**config.mk**
```make
export PLATFORM = sky130hd
export DESIGN_NAME = enc_vel_capture
export DESIGN_NICKNAME = d
export VERILOG_FILES = /design/src/rtl/evc_pkg.sv /design/src/rtl/evc_regs.sv /design/src/rtl/evc_period_timer.sv /design/src/rtl/evc_pulse_window.sv /design/src/rtl/evc_event_latch.sv /design/src/rtl/enc_vel_capture.sv
export SDC_FILE = /design/constraint.sdc
export NUM_CORES = 1
export LEC_CHECK = 0
export BUFFER_PORTS_ARGS = -buffer_cell sky130_fd_sc_hd__clkbuf_2
export CAP_MARGIN = 30
export CORE_ASPECT_RATIO = 1.1
export CORE_UTILIZATION = 35
export DETAILED_ROUTE_END_ITERATION = 10
export PLACE_DENSITY = 0.54
export SYNTH_ARGS = -nofsm -noshare
export SYNTH_HDL_FRONTEND = slang
export SYNTH_HIERARCHICAL = 1
export SYNTH_SLANG_ARGS = --single-unit
export TNS_END_PERCENT = 5
```
**constraint.sdc**
```tcl
create_clock -name clk -period 3.73 [get_ports clk]
set_input_delay 0.373 -clock clk [delete_from_list [all_inputs] [get_ports clk]]
set_output_delay 0.373 -clock clk [all_outputs]
set_load 0.005 [all_outputs]
```
**src/rtl/evc_pkg.sv**
```systemverilog
package evc_pkg;

  // number of latched event sources
  localparam int unsigned NUM_EV = 4;

  // raw status bit positions
  localparam int unsigned EV_INDEX = 0;
  localparam int unsigned EV_TIMER = 1;
  localparam int unsigned EV_DIR   = 2;
  localparam int unsigned EV_PERR  = 3;

  // register word addresses
  typedef enum logic [3:0] {
    A_CTRL  = 4'd0,
    A_LOAD  = 4'd1,
    A_TIMER = 4'd2,
    A_COUNT = 4'd3,
    A_SPEED = 4'd4,
    A_IEN   = 4'd5,
    A_RAW   = 4'd6,
    A_ICLR  = 4'd7
  } evc_reg_e;

  // one sticky status bit: a set in the same cycle beats a clear
  function automatic logic f_latch_bit(input logic q, input logic set, input logic clr);
    return (q & ~clr) | set;
  endfunction

  // interrupt from raw status and enable mask
  function automatic logic f_irq(input logic [NUM_EV-1:0] raw, input logic [NUM_EV-1:0] ien);
    return |(raw & ien);
  endfunction

endpackage

```
**src/rtl/evc_regs.sv**
```systemverilog
module evc_regs
  import evc_pkg::*;
#(
  parameter int unsigned DATA_W   = 32,
  parameter int unsigned ADDR_W   = 4,
  parameter int unsigned TMR_W    = 16,
  parameter int unsigned CNT_W    = 32,
  parameter int unsigned LOAD_RST = 99
) (
  input  logic              clk,
  input  logic              rst_n,
  input  logic              wr_en,
  input  logic [ADDR_W-1:0] addr,
  input  logic [DATA_W-1:0] wr_data,
  input  logic [TMR_W-1:0]  tmr_val,
  input  logic [CNT_W-1:0]  run_cnt,
  input  logic [CNT_W-1:0]  speed,
  input  logic [NUM_EV-1:0] raw,
  output logic              vel_en,
  output logic [TMR_W-1:0]  load_val,
  output logic [NUM_EV-1:0] ien,
  output logic [NUM_EV-1:0] clr_mask,
  output logic [DATA_W-1:0] rd_data
);

  localparam int unsigned HI_W = DATA_W - TMR_W;

  logic              en_q;
  logic [TMR_W-1:0]  load_q;
  logic [NUM_EV-1:0] ien_q;
  logic              hit_ctrl;
  logic              hit_load;
  logic              hit_ien;
  logic              hit_iclr;

  assign hit_ctrl = wr_en && (addr == ADDR_W'(A_CTRL));
  assign hit_load = wr_en && (addr == ADDR_W'(A_LOAD));
  assign hit_ien  = wr_en && (addr == ADDR_W'(A_IEN));
  assign hit_iclr = wr_en && (addr == ADDR_W'(A_ICLR));

  always_ff @(posedge clk) begin
    if (!rst_n) begin
      en_q   <= 1'b0;
      load_q <= TMR_W'(LOAD_RST);
      ien_q  <= '0;
    end else begin
      if (hit_ctrl) en_q   <= wr_data[0];
      if (hit_load) load_q <= wr_data[TMR_W-1:0];
      if (hit_ien)  ien_q  <= wr_data[NUM_EV-1:0];
    end
  end

  assign vel_en   = en_q;
  assign load_val = load_q;
  assign ien      = ien_q;
  assign clr_mask = hit_iclr ? wr_data[NUM_EV-1:0] : '0;

  always_comb begin
    rd_data = '0;
    case (addr)
      ADDR_W'(A_CTRL):  rd_data = DATA_W'(en_q);
      ADDR_W'(A_LOAD):  rd_data = DATA_W'(load_q);
      ADDR_W'(A_TIMER): rd_data = DATA_W'(tmr_val);
      ADDR_W'(A_COUNT): rd_data = DATA_W'(run_cnt);
      ADDR_W'(A_SPEED): rd_data = DATA_W'(speed);
      ADDR_W'(A_IEN):   rd_data = DATA_W'(ien_q);
      ADDR_W'(A_RAW):   rd_data = DATA_W'(raw);
      default:          rd_data = '0;
    endcase
  end

  generate
    if (HI_W > 0) begin : g_hi
      logic unused_wr_hi;
      assign unused_wr_hi = ^wr_data[DATA_W-1:TMR_W];
    end
  endgenerate

  // a write to the load address is what the timer reloads from next
  a_r3_load_write: assert property (@(posedge clk) disable iff (!rst_n)
    hit_load |=> load_val == $past(wr_data[TMR_W-1:0]));

  // the enable mask moves only on a write to its address
  a_r8_ien_stable: assert property (@(posedge clk) disable iff (!rst_n)
    !hit_ien |=> $stable(ien));

endmodule

```
**src/rtl/evc_period_timer.sv**
```systemverilog
module evc_period_timer #(
  parameter int unsigned TMR_W    = 16,
  parameter int unsigned LOAD_RST = 99
) (
  input  logic             clk,
  input  logic             rst_n,
  input  logic             run,
  input  logic [TMR_W-1:0] load_val,
  output logic [TMR_W-1:0] tmr_val,
  output logic             expire
);

  logic [TMR_W-1:0] tmr_q;

  function automatic logic [TMR_W-1:0] f_tmr_next(input logic [TMR_W-1:0] cur,
                                                   input logic [TMR_W-1:0] rl,
                                                   input logic             hit);
    return hit ? rl : cur - TMR_W'(1);
  endfunction

  assign expire  = run && (tmr_q == '0);
  assign tmr_val = tmr_q;

  always_ff @(posedge clk) begin
    if (!rst_n)   tmr_q <= TMR_W'(LOAD_RST);
    else if (run) tmr_q <= f_tmr_next(tmr_q, load_val, expire);
  end

  // steps down by one while running
  a_r3_count_down: assert property (@(posedge clk) disable iff (!rst_n)
    (run && tmr_q != '0) |=> tmr_q == $past(tmr_q) - TMR_W'(1));

  // reloads on expiry
  a_r3_reload: assert property (@(posedge clk) disable iff (!rst_n)
    expire |=> tmr_q == $past(load_val));

  // frozen while stopped
  a_r5_timer_frozen: assert property (@(posedge clk) disable iff (!rst_n)
    !run |=> $stable(tmr_q));

endmodule

```
**src/rtl/evc_pulse_window.sv**
```systemverilog
module evc_pulse_window #(
  parameter int unsigned CNT_W = 32
) (
  input  logic             clk,
  input  logic             rst_n,
  input  logic             run,
  input  logic             pulse,
  input  logic             close,
  output logic [CNT_W-1:0] run_cnt,
  output logic [CNT_W-1:0] speed
);

  logic [CNT_W-1:0] cnt_q;
  logic [CNT_W-1:0] spd_q;

  function automatic logic [CNT_W-1:0] f_total(input logic [CNT_W-1:0] cnt, input logic p);
    return cnt + CNT_W'(p);
  endfunction

  function automatic logic [CNT_W-1:0] f_after(input logic [CNT_W-1:0] cnt, input logic p,
                                               input logic cl);
    return cl ? '0 : f_total(cnt, p);
  endfunction

  always_ff @(posedge clk) begin
    if (!rst_n) begin
      cnt_q <= '0;
      spd_q <= '0;
    end else if (run) begin
      cnt_q <= f_after(cnt_q, pulse, close);
      if (close) spd_q <= f_total(cnt_q, pulse);
    end
  end

  assign run_cnt = cnt_q;
  assign speed   = spd_q;

  // adds the pulse while the window is open
  a_r2_increment: assert property (@(posedge clk) disable iff (!rst_n)
    (run && !close) |=> cnt_q == $past(cnt_q) + CNT_W'($past(pulse)));

  // capture includes the closing cycle's pulse, count restarts
  a_r4_capture: assert property (@(posedge clk) disable iff (!rst_n)
    close |=> (spd_q == $past(cnt_q) + CNT_W'($past(pulse))) && (cnt_q == '0));

  // speed changes only at a window close
  a_r4_speed_hold: assert property (@(posedge clk) disable iff (!rst_n)
    !close |=> $stable(spd_q));

  // running count frozen while stopped
  a_r5_count_frozen: assert property (@(posedge clk) disable iff (!rst_n)
    !run |=> $stable(cnt_q));

endmodule

```
**src/rtl/evc_event_latch.sv**
```systemverilog
module evc_event_latch
  import evc_pkg::*;
(
  input  logic              clk,
  input  logic              rst_n,
  input  logic [NUM_EV-1:0] ev,
  input  logic [NUM_EV-1:0] clr,
  input  logic [NUM_EV-1:0] ien,
  output logic [NUM_EV-1:0] raw,
  output logic              irq
);

  logic [NUM_EV-1:0] raw_q;

  always_ff @(posedge clk) begin
    if (!rst_n) begin
      raw_q <= '0;
    end else begin
      for (int i = 0; i < NUM_EV; i++) begin
        raw_q[i] <= f_latch_bit(raw_q[i], ev[i], clr[i]);
      end
    end
  end

  assign raw = raw_q;
  assign irq = f_irq(raw_q, ien);

  generate
    for (genvar g = 0; g < NUM_EV; g++) begin : g_src
      // a set bit stays set unless cleared
      a_r6_sticky: assert property (@(posedge clk) disable iff (!rst_n)
        (raw_q[g] && !clr[g]) |=> raw_q[g]);

      // an event wins over a clear in the same cycle
      a_r7_event_wins: assert property (@(posedge clk) disable iff (!rst_n)
        ev[g] |=> raw_q[g]);

      // a clear without an event empties the bit
      a_r7_clear: assert property (@(posedge clk) disable iff (!rst_n)
        (clr[g] && !ev[g]) |=> !raw_q[g]);
    end
  endgenerate

endmodule

```
**src/rtl/enc_vel_capture.sv**
```systemverilog
module enc_vel_capture
  import evc_pkg::*;
#(
  parameter int unsigned DATA_W   = 32,
  parameter int unsigned ADDR_W   = 4,
  parameter int unsigned TMR_W    = 16,
  parameter int unsigned CNT_W    = 32,
  parameter int unsigned LOAD_RST = 99
) (
  input  logic              clk,
  input  logic              rst_n,
  input  logic              wr_en,
  input  logic [ADDR_W-1:0] addr,
  input  logic [DATA_W-1:0] wr_data,
  output logic [DATA_W-1:0] rd_data,
  input  logic              vel_pulse,
  input  logic              dir_chg,
  input  logic              index_pulse,
  input  logic              phase_err,
  output logic              irq
);

  logic              vel_en;
  logic [TMR_W-1:0]  load_val;
  logic [TMR_W-1:0]  tmr_val;
  logic              tmr_expire;
  logic [CNT_W-1:0]  run_cnt;
  logic [CNT_W-1:0]  speed;
  logic [NUM_EV-1:0] ien;
  logic [NUM_EV-1:0] clr_mask;
  logic [NUM_EV-1:0] raw;
  logic [NUM_EV-1:0] ev_vec;

  always_comb begin
    ev_vec           = '0;
    ev_vec[EV_INDEX] = index_pulse;
    ev_vec[EV_TIMER] = tmr_expire;
    ev_vec[EV_DIR]   = dir_chg;
    ev_vec[EV_PERR]  = phase_err;
  end

  evc_regs #(
    .DATA_W(DATA_W), .ADDR_W(ADDR_W), .TMR_W(TMR_W), .CNT_W(CNT_W), .LOAD_RST(LOAD_RST)
  ) u_regs (
    .clk(clk), .rst_n(rst_n), .wr_en(wr_en), .addr(addr), .wr_data(wr_data),
    .tmr_val(tmr_val), .run_cnt(run_cnt), .speed(speed), .raw(raw),
    .vel_en(vel_en), .load_val(load_val), .ien(ien), .clr_mask(clr_mask),
    .rd_data(rd_data)
  );

  evc_period_timer #(.TMR_W(TMR_W), .LOAD_RST(LOAD_RST)) u_timer (
    .clk(clk), .rst_n(rst_n), .run(vel_en), .load_val(load_val),
    .tmr_val(tmr_val), .expire(tmr_expire)
  );

  evc_pulse_window #(.CNT_W(CNT_W)) u_window (
    .clk(clk), .rst_n(rst_n), .run(vel_en), .pulse(vel_pulse), .close(tmr_expire),
    .run_cnt(run_cnt), .speed(speed)
  );

  evc_event_latch u_events (
    .clk(clk), .rst_n(rst_n), .ev(ev_vec), .clr(clr_mask), .ien(ien),
    .raw(raw), .irq(irq)
  );

  // a window close always leaves the timer status bit set
  a_r6_timer_event: assert property (@(posedge clk) disable iff (!rst_n)
    tmr_expire |=> raw[EV_TIMER]);

endmodule

```
==> results.md <==
- Ys flop type: dfxtp_1
- Lkg Pwr: 2.34 nW
- Worst clock skew: 0.00813 ns
- Hpwl dp: 13.1 mm
- Commonest non-fill, non-tap cell in the layout: dfxtp_1
- Async SR Flop Fraction: 0%
- Die X: 132 µm
- Endpoints failing hold: 0
- Run status: finished, final reports clean
- # diodes: 0
- Setup ws final: 0.768 ns
- Net count after synthesis: 852
- R2R Setup Slk: 0.77 ns
- RSZ-0062 raised after global routing: false
- Utilization after layout: 39.9%
- DRT Wirelength: 19.9 mm
- Vias post-DR: 6392
- Reg2reg path depth: 9
- Netlist cell types: 80
- Crit end category: register
- Worst-Margin Slew: 0.888 ns
- Critical Setup Path Class: reg2reg
- Syn Inst Count: 805
- Wire length of the first global-routing pass: 32.2 mm
- I/O pin cnt: 76
- Worst Path Max Fanout: 15
- Post-synthesis sequential area ratio: 32.3%
- Synth Cell Area: 6510 µm²
- Initial antenna violation count: 0
- Die area: 19100 µm²
- Post-synth EDFFs: 0
- Pre-antenna DRT Iters: 5
- Share of layout cells above drive strength 1: 14.7%
- Period utilisation layout: 79.4%
- Setup Buffers After CTS: 0
- Min Clock Period, post-route: 2.96 ns
- TNS Setup: 0 ns
- Relative max-transition margin: 40.2%
- Final net count: 852
- DRT iter0 DRCs: 468
- Vert. Die Dim: 145 µm
- Post-route insts no fill: 1048
- Clk slew on worst S/H paths: 0.08 ns
- Hold EP: u_events/raw[2]
- Maxcap violations: 0
- Post-route cell area: 7160 µm²
- Clock latency on the worst-skew pair: 0.36 ns
- Area growth syn-to-layout: 10.0%
- Reg2reg start: u_timer/tmr_val[11]
- Most frequent cells in the layout: dfxtp_1 (105), o21ai_0 (62), clkbuf_2 (58)
- Hold_buf cts: 0
- Slew Viols, Final: 0
- Worst vdd ir: 0.000220 V
- Wirelength per Cell: 19.0 µm
- Initial Utilization: 36.3%
- Core Footprint: 17900 µm²
- H-tree levels: 3
- Antenna-violating nets left: 0
- Pwr/cell area: 326 nW/µm²
- Syn_area_per_cell: 8.09 µm²
- Fmax: 338 MHz
- Cell depth of the worst min-delay path: 2
- Post-cts sizing count: 0
- Hold Startpoint: dir_chg
- Clk sinks: 105
- Vias in the first global route: 5887
- Min-delay worst type: in2reg
- Setup WS pre-CTS: 0.863 ns
- FP Rows: 51
- Worst Path Arrival: 3.21 ns
- Crit Reg-Reg Endpoint: u_window/run_cnt[22]
- Yosys Warn Count: 6
- Largest net degree at the start of global routing: 43
- CTS max path bufs: 2
- DR vias/cell: 6.10
- Placed cell count: 1032
- GRT Resource Usage Total: 20.8%
- CTS tree: yes
- CTS buffer count: 9
- Register bit total from synthesis: 105
- Port buffer count: 59
- Setup crit start kind: register
- Remaining DRCs: 0
- Root Driver: clkbuf_16
- Gpl congestion: 0.851
- Final setup fails: 0
- Worst endpoint required time: 3.98 ns
- Placed instance area: 6850 µm²
- GR Overflow Total: 0
per-stage QoR:
step | power [mW] | hold WS (ns)
after floorplan | 1.26 | 0.437
after global placement | 1.31 | 0.449
after detailed placement | 1.31 | 0.454
after CTS | 2.36 | 0.208
after global routing | 2.43 | 0.221
final | 2.33 | 0.222
synthesized netlist by cell type, drive strengths merged, types with 20 or more instances:
cell    number  area, µm²
nand3       52        260
nor2        36        135
nand2       35        131
or3         20        130
buf         38        228
o21ai       83        434
clkbuf      50        190
a21oi       27        135
a22oi       33        248
dfxtp      105       2100
or4         22        169
area by class of cell:
cell class	instances	area, µm²
Tap cell	238	298
Fill cell	1857	10800
Inverter	14	52.6
Timing Repair Buffer	77	443
Sequential cell	105	2100
Clock buffer	10	229
Multi-Input combinational cell	598	3950
Clock inverter	6	82.6
sequential cells by signal, indices dropped and copies added, names as in the netlist:
| register | flops |
|---|---|
| u_regs/load_val | 16 |
| u_timer/tmr_val | 16 |
| u_regs/vel_en | 1 |
| u_window/speed | 32 |
| u_events/raw | 4 |
| u_regs/ien | 4 |
| u_window/run_cnt | 32 |
worst max-delay path, stage by stage (launching register included):
cell	delay [ns]
dfxtp_1	0.38
nor4_1	0.68
nand3_1	0.24
nor3_2	0.22
buf_4	0.20
buf_4	0.25
inv_1	0.31
nand3_1	0.18
a41oi_1	0.05
a311o_1	0.34
layer usage:
metal / vias to the layer above / global-route usage [%] / wire length (µm) / part of all wire [%]
met1: 3134 / 27.1 / 9340 / 47
met5: - / 0 / 0 / 0
met2: 136 / 35.2 / 9630 / 48
met4: 0 / 5.35 / 292 / 1.5
li1: 3099 / - / - / -
met3: 23 / 3.56 / 607 / 3.1
logic make-up (layout without fill, tap and decap cells):
group / count (synthesis) / in the layout / synth area share (%)
flops: 105 / 105 / 32.3
xor+xnor: 15 / 15 / 2.02
fa+ha+maj: 4 / 4 / 0.769
simple gates: 288 / 288 / 26.4
buf+inv: 102 / 107 / 7.23
mux: 13 / 13 / 2.08
compound gates: 278 / 278 / 29.2
report_power, final:
group	switching [mW]	total (mW)	internal, mW
sequential	0.0165	1.15	1.13
clock	0.458	1.04	0.586
combinational	0.0923	0.140	0.0473
total	0.567	2.33	1.76
worst max path at each step:
stage          slack [ns]                 from              endpoint  depth (start not counted)
6_report             0.77  u_timer/tmr_val[11]  u_window/run_cnt[22]                          9
5_1_grt              0.64   u_timer/tmr_val[0]    u_window/speed[28]                         12
4_1_cts              0.83  u_timer/tmr_val[11]  u_window/run_cnt[22]                          9
3_5_place_dp         0.86  u_timer/tmr_val[11]  u_window/run_cnt[22]                          9
3_3_place_gp         0.82   u_timer/tmr_val[0]  u_window/run_cnt[22]                         12
2_1_floorplan        1.09   u_timer/tmr_val[0]    u_window/speed[27]                         11
Note: power is estimated with default switching activity, not from simulation.
